[config.mk]
export PLATFORM = sky130hd
export DESIGN_NAME = sq_ring
export DESIGN_NICKNAME = d
export VERILOG_FILES = /design/src/rtl/sq_ring.sv
export SDC_FILE = /design/constraint.sdc
export NUM_CORES = 2
export LEC_CHECK = 0
export BUFFER_PORTS_ARGS = -buffer_cell sky130_fd_sc_hd__buf_2
export CORE_UTILIZATION = 38
export DETAILED_ROUTE_END_ITERATION = 7
export HOLD_SLACK_MARGIN = 0.15
export PLACE_DENSITY = 0.51
export REMOVE_ABC_BUFFERS = 1
export SETUP_SLACK_MARGIN = 0.02
export SLEW_MARGIN = 20
export SYNTH_ARGS = -nofsm -noshare
export SYNTH_HDL_FRONTEND = slang
export SYNTH_SLANG_ARGS = --single-unit
export TNS_END_PERCENT = 10
[constraint.sdc]
create_clock -name clk -period 61.8 [get_ports clk]
set_input_delay 12.36 -clock clk [delete_from_list [all_inputs] [get_ports clk]]
set_output_delay 12.36 -clock clk [all_outputs]
set_load 0.02 [all_outputs]
[src/rtl/sq_ring.sv]
module sq_ring #(
  parameter int SLOTS  = 8,
  parameter int SEQ_W  = 16,
  parameter int ADDR_W = 32,
  parameter int DBYTES = 16,
  localparam int IW = $clog2(SLOTS),
  localparam int CW = IW + 1,
  localparam int SW = $clog2(DBYTES + 1),
  localparam int DW = 8 * DBYTES
) (
  input  logic              clk,
  input  logic              rst_n,
  input  logic              alloc_valid,
  input  logic [SEQ_W-1:0]  alloc_seq,
  output logic [IW-1:0]     alloc_idx,
  output logic              full,
  input  logic              fill_valid,
  input  logic [IW-1:0]     fill_idx,
  input  logic [ADDR_W-1:0] fill_addr,
  input  logic [SW-1:0]     fill_size,
  input  logic [DW-1:0]     fill_data,
  input  logic              commit_valid,
  input  logic [SEQ_W-1:0]  commit_seq,
  input  logic              squash_valid,
  input  logic [SEQ_W-1:0]  squash_seq,
  output logic              mem_req_valid,
  input  logic              mem_req_ready,
  output logic [ADDR_W-1:0] mem_req_addr,
  output logic [SW-1:0]     mem_req_size,
  output logic [DW-1:0]     mem_req_data,
  output logic              will_wb,
  output logic [CW-1:0]     free_cnt,
  output logic [CW-1:0]     wb_pend
);

  logic [SEQ_W-1:0]  seq_q  [SLOTS];
  logic [ADDR_W-1:0] addr_q [SLOTS];
  logic [SW-1:0]     size_q [SLOTS];
  logic [DW-1:0]     data_q [SLOTS];
  logic [SLOTS-1:0]  vld, can_wb, cmt, done;
  logic [IW-1:0]     head, wbp, tail;
  logic [SLOTS-1:0]  sq_mask, cm_mask;
  logic [CW-1:0]     n_sq, n_cm;
  logic              alloc_fire, rel, hs;

  function automatic logic [IW-1:0] step(input logic [IW-1:0] i);
    return (int'(i) == SLOTS - 1) ? '0 : i + 1'b1;
  endfunction

  function automatic logic [IW-1:0] back(input logic [IW-1:0] i, input logic [CW-1:0] n);
    int t;
    t = int'(i) - int'(n);
    if (t < 0) t = t + SLOTS;
    return IW'(t);
  endfunction

  always_comb begin
    n_sq = '0;
    n_cm = '0;
    for (int i = 0; i < SLOTS; i++) begin
      sq_mask[i] = squash_valid && vld[i] && (seq_q[i] > squash_seq);
      cm_mask[i] = commit_valid && vld[i] && !can_wb[i] && !sq_mask[i] && (seq_q[i] < commit_seq);
      n_sq = n_sq + CW'(sq_mask[i]);
      n_cm = n_cm + CW'(cm_mask[i]);
    end
  end

  assign full          = (free_cnt == '0);
  assign alloc_idx     = tail;
  assign alloc_fire    = alloc_valid && !full && !squash_valid;
  assign rel           = vld[head] && done[head];
  assign mem_req_valid = vld[wbp] && can_wb[wbp] && !done[wbp];
  assign mem_req_addr  = addr_q[wbp];
  assign mem_req_size  = size_q[wbp];
  assign mem_req_data  = data_q[wbp];
  assign hs            = mem_req_valid && mem_req_ready;
  assign will_wb       = hs;

  always_ff @(posedge clk) begin
    if (!rst_n) begin
      vld <= '0; can_wb <= '0; cmt <= '0; done <= '0;
      head <= '0; wbp <= '0; tail <= '0;
      free_cnt <= CW'(SLOTS - 1);
      wb_pend  <= '0;
    end else begin
      if (squash_valid) begin
        tail <= back(tail, n_sq);
        for (int i = 0; i < SLOTS; i++)
          if (sq_mask[i]) vld[i] <= 1'b0;
      end else if (alloc_fire) begin
        vld[tail]    <= 1'b1;
        can_wb[tail] <= 1'b0;
        cmt[tail]    <= 1'b0;
        done[tail]   <= 1'b0;
        tail         <= step(tail);
      end
      for (int i = 0; i < SLOTS; i++)
        if (cm_mask[i]) begin
          cmt[i]    <= 1'b1;
          can_wb[i] <= 1'b1;
        end
      if (hs) begin
        done[wbp] <= 1'b1;
        wbp       <= step(wbp);
      end
      if (rel) begin
        vld[head] <= 1'b0;
        head      <= step(head);
      end
      free_cnt <= free_cnt - CW'(alloc_fire) + CW'(rel) + n_sq;
      wb_pend  <= wb_pend + n_cm - CW'(hs);
    end
  end

  always_ff @(posedge clk) begin
    if (!squash_valid && alloc_fire) begin
      seq_q[tail]  <= alloc_seq;
      size_q[tail] <= '0;
    end
    if (fill_valid && vld[fill_idx]) begin
      addr_q[fill_idx] <= fill_addr;
      size_q[fill_idx] <= fill_size;
      data_q[fill_idx] <= fill_data;
    end
  end


  req_hold_chk: assert property (@(posedge clk) disable iff (!rst_n)
    (mem_req_valid && !mem_req_ready && !squash_valid) |=>
      (mem_req_valid && $stable(mem_req_addr) && $stable(mem_req_size) && $stable(mem_req_data)));


  no_overflow_chk: assert property (@(posedge clk) disable iff (!rst_n)
    free_cnt <= CW'(SLOTS - 1));


  pend_bound_chk: assert property (@(posedge clk) disable iff (!rst_n)
    (int'(wb_pend) + int'(free_cnt)) <= SLOTS - 1);


  drain_count_chk: assert property (@(posedge clk) disable iff (!rst_n)
    (will_wb && !commit_valid) |=> (wb_pend == $past(wb_pend) - 1'b1));


  free_rise_chk: assert property (@(posedge clk) disable iff (!rst_n)
    (!alloc_valid && !squash_valid && !rel) |=> (free_cnt == $past(free_cnt)));

endmodule

Word level (Yosys, flattened, before mapping)
Memory sizes are Yosys's and may differ from the RTL's. A register that Yosys moved wholly into a read port is not among the register bits.
Index checks and enable logic that the tools add are counted.
Operators by class
  $lt $le $gt $ge: 24
  reduce and logical (&&, ||, !) cells: 96
  multiplexer cells: 60
  add/sub/neg operators: 24
  shift operators: 0
  equality and inequality tests: 11
  divide/modulo/power cells: 0
  multiply operators: 0
  bitwise operators: 7
Operators by type and width (count)
  $gt A16 B16 Y1: 8
  $lt A16 B16 Y1: 8
  $mux W8: 10
  $logic_and A1 B1 Y1: 59
  $add A4 B1 Y4: 9
  $mux W3: 12
  $mux W1: 29
  $and A8 B8 Y8: 3
  $logic_not A1 Y1: 19
  $bmux W1 S3: 6
  $reduce_bool A2 Y1: 9
  $lt A3 B4 Y1 const B: 4
  $ne A2 B1 Y1 const B: 8
  $not A8 Y8: 2
  $or A8 B8 Y8: 2
  $reduce_and A2 Y1: 8
  $add A3 B1 Y3 const B: 4
  $demux W1 S3: 3
  $eq A3 B1 Y1 const B: 3
  $ge A3 B1 Y1 const B: 3
  $add A3 B1 Y4: 2
  $add A4 B4 Y4: 2
  $sub A4 B1 Y4: 2
  $add A2 B1 Y3: 2
  4 further kinds: 5
Storage, ports and cells
  memory bits (writable): 1448
  logic and storage cells: 241
  memories kept: 4
  ROM bits: 0
  register bits after elaboration: 41
  input port bits: 223
  output and inout bits: 179
  latch bits: 0
Memory list
  data_q: words 8, bits a word 128, rd ports 1, clocked after Yosys merged registers in 1, wr ports 1, RTL line 39  | logic [DW-1:0] data_q [SLOTS];
  addr_q: words 8, bits a word 32, rd ports 1, clocked after Yosys merged registers in 1, wr ports 1, RTL line 37  | logic [ADDR_W-1:0] addr_q [SLOTS];
  seq_q: words 8, bits a word 16, rd ports 8, clocked after Yosys merged registers in 0, wr ports 1, RTL line 36  | logic [SEQ_W-1:0] seq_q [SLOTS];
  size_q: words 8, bits a word 5, rd ports 1, clocked after Yosys merged registers in 1, wr ports 2, RTL line 38  | logic [SW-1:0] size_q [SLOTS];

Logic depth before layout (Yosys ltp)
An unclocked memory read counts as a cell.
  depth in word-level cells: 15
  depth in mapped cells: 21

Worst setup path before layout
Ideal clock, no wire load.
  path kind: input-to-reg
  from: in fill_valid
  to: mem size_q[4][0] in the netlist's numbering (enable)
  arrival: 30.031 ns
  data required time: 61.462 ns
  setup slack: 31.432 ns
  cell stages on the path: 3
  cells stage by stage: nand2_1 > nor4b_1 > nand2b_1
RTL lines
  start, declared: RTL line 17  | input logic fill_valid,
  end, declared: RTL line 38

Worst setup path after layout
  from: in mem_req_ready
  to: out will_wb
Between the ends
  cells in the longest elaborated chain, start to end: 1
RTL lines
  start, declared: RTL line 27  | input logic mem_req_ready,
  $logic_and A1 B1 Y1: RTL line 76  | assign hs = mem_req_valid && mem_req_ready;
  end, declared: RTL line 31  | output logic will_wb,
No other way between the ends.

==> flow_summary_export.csv <==
group,metric,value,unit
grt,grt.overflow.total,0,
floorplan,core_area,161000,sq um
sta,hold_ws,0.492,ns
clock_network,clock_latency,0.83,ns
clock_network,clock-sinks,1492,
detailed_routing,drtPass1Iterations,5,
grt,track_usage,18.7,%
synthesis,synth_ff_type,"edfxtp_1",
synthesis,netlist_instances,3083,
placed_design,io_buffer_count,401,
synthesis,ys_ff_latch,1492,
detailed_routing,initialDrtViolationCount,2029,
grt,grt_pass1_wl,221,mm
power,power_density,29.2,nW/um^2
sta,hold_viol,0,
cells_and_area,drive_above_1_share,32.1,%
placed_design,dp_cells,5579,
detailed_routing,post_drt_wl_per_cell,26.1,um
setup_path,worstPathRequired,49.44,ns
placed_design,gp_congestion,0.818,
cells_and_area,final_cells,5881,
run,cap_violations,0,
setup_path,crit_fanout,9,
floorplan,placementRows,147,
detailed_routing,wirelength,153,mm
clock_network,cts-hold-fix-buffers,0,
sta,max_freq,0.0393,GHz
setup_path,end_kind,"output pin",
synthesis,synthDistinctLibCells,73,
sta,finalCritPeriodShare,41.1,%
synthesis,synth_edf_count,1448,
sta,skew,0.0572,ns
floorplan,die_x,406,um
synthesis,netlist_area,61900,sq um
clock_network,clkTransAtPathRegs,0.06,ns
grt,grtUsageMet3,4.14,%
sta,finalMaxSlewViolations,0,
clock_network,cts_resized,0,
setup_path,crit_arrival,13.05,ns
sta,grt_setup_unrepaired,"false",
grt,first_global_vias,32015,
synthesis,synth_warnings,0,
grt,grt_max_degree,116,
power,total_power,2.09,mW
clock_network,cts_tree,"done",
sta,worst_slack,36.39,ns
clock_network,cts_root_buf,"clkbuf_16",
sta,tns,0,ns
detailed_routing,post_drt_via_cell_ratio,5.27,
worst_hold_path,hp-class,"flip-flop to flip-flop",
synthesis,synth_seq_area_share,71.7,%
sta,worst_pin_slew,1.06,ns
placed_design,preCtsSetupSlack,36.40,ns
grt,grt.busiest_layer,"met2",
clock_network,htreeDepth,4,
sta,min_period,25.41,ns
setup_path,critPathKind,"primary input to output pin",
power,peakVddDrop,0.0274,mV
floorplan,io_pins,402,
setup_path,start_kind,"primary input",
power,leakagePower,23.6,nW
grt,antenna_found_initial,44,
synthesis,syn_area_per_cell,20.1,sq um
synthesis,async_reset_ff_share,0,%
grt,met2_usage,30.3,%
sta,finalSetupViolCount,0,
floorplan,die_h,406,um
clock_network,cts_buffers,162,
cells_and_area,area_growth_syn_to_layout,15.8,%
floorplan,start_util,38.4,%
clock_network,post_cts_buffers,0,
cells_and_area,nNetsFinal,4088,
placed_design,hpwlAfterDp,91.7,mm
detailed_routing,drc,0,
floorplan,die_area,164000,sq um
run_status,run_status,"finished, final reports clean",
detailed_routing,antenna_left,0,
sta,maxSlewHeadroom,29.4,%
detailed_routing,num_vias,30964,
clock_network,clk_path_buf_depth,3,
grt,use_met1,25.3,%
## Yosys cell counts (35+ instances only)
cell type	number	area, sq um
and2_1	43	269
o21ai_0	35	175
inv_1	78	293
a21oi_1	80	400
nand2_1	78	293
nand4_1	43	269
mux4_2	335	7540
edfxtp_1	1448	43500
mux2_2	166	1870
nor2_1	52	195
ha_1	269	3370
clkbuf_1	54	203
dfxtp_1	44	881
## cell usage in the layout (no fill, tap or decap), drive strengths merged, types with 11 or more instances in the layout
master / n
nand2b: 17
mux4: 335
a21oi: 83
clkbuf: 203
nand2: 78
ha: 269
inv: 88
nand3: 30
dfxtp: 44
clkinv: 74
and2: 43
o21ai: 47
edfxtp: 1448
a211oi: 15
fa: 13
nor2: 53
o211ai: 12
nand4: 45
mux2: 166
nor2b: 18
nor3: 18
a21o: 11
buf: 446
## layout make-up
type	count	area [sq um]
inverter	82	308
multi-input combinational	1399	16800
clock inverter	91	772
sequential	1492	44400
fill	14048	89500
timing repair buffer	446	2390
clock buffer	203	4250
tap	2160	2700
antenna	8	20.0
## power by group
part / internal [mW] / total, mW / switching (mW) / leakage (nW)
sequential: 1.11 / 1.11 / 0.00250 / 13.4
combinational: 0.0209 / 0.0618 / 0.0409 / 7.80
clock: 0.519 / 0.917 / 0.397 / 2.44
total: 1.65 / 2.09 / 0.441 / 23.6
## worst paths after layout
| kind | cells after the start | slack (ns) | end | start |
|---|---|---|---|---|
| worst min register to register | 2 | 0.49 | done[2] | done[2] |
| worst max-delay path | 4 | 36.39 | will_wb | mem_req_ready |
| worst max register to register | 20 | 56.11 | free_cnt[3] | seq_q[5][14] |
| worst min-delay path | 2 | 0.49 | done[2] | done[2] |
## through the flow
stage	utilization, %	cell area (sq um)
6_report	44.5	71600
5_1_grt	44.4	71600
4_1_cts	44.4	71600
3_5_place_dp	41.3	66600
3_3_place_gp	41.3	66600
2_1_floorplan	-	61400
## per-layer routing
metal	share of wire (%)	wire length, um
met5	0.14	216
met4	2.2	3370
met3	5.7	8710
met2	48	73900
met1	44	67100
## critical path, stage by stage
cell	delay, ns
buf_2	0.11
nand2_1	0.25
inv_2	0.14
buf_2	0.19
## state kept, by name, indices dropped and copies added (netlist names), named ones only
register   cells
size_q        40
wb_pend        4
vld            8
can_wb         8
done           8
head           3
alloc_idx      3
wbp            3
data_q      1024
free_cnt       4
seq_q        128
addr_q       256
## cells by family (layout without fill, tap and decap cells)
group | after synthesis | after routing | synth area share [%]
DFF | 1492 | 1492 | 71.7
muxes | 511 | 511 | 15.4
and+or+nand+nor | 353 | 353 | 3.10
adders and majority gates | 282 | 282 | 5.86
AOI/OAI and AO/OA | 241 | 241 | 2.55
buffers and inverters | 192 | 822 | 1.23
xor gates and xnor gates | 12 | 12 | 0.170
other | 0 | 8 | 0
Power figures use the tool's default switching activity.
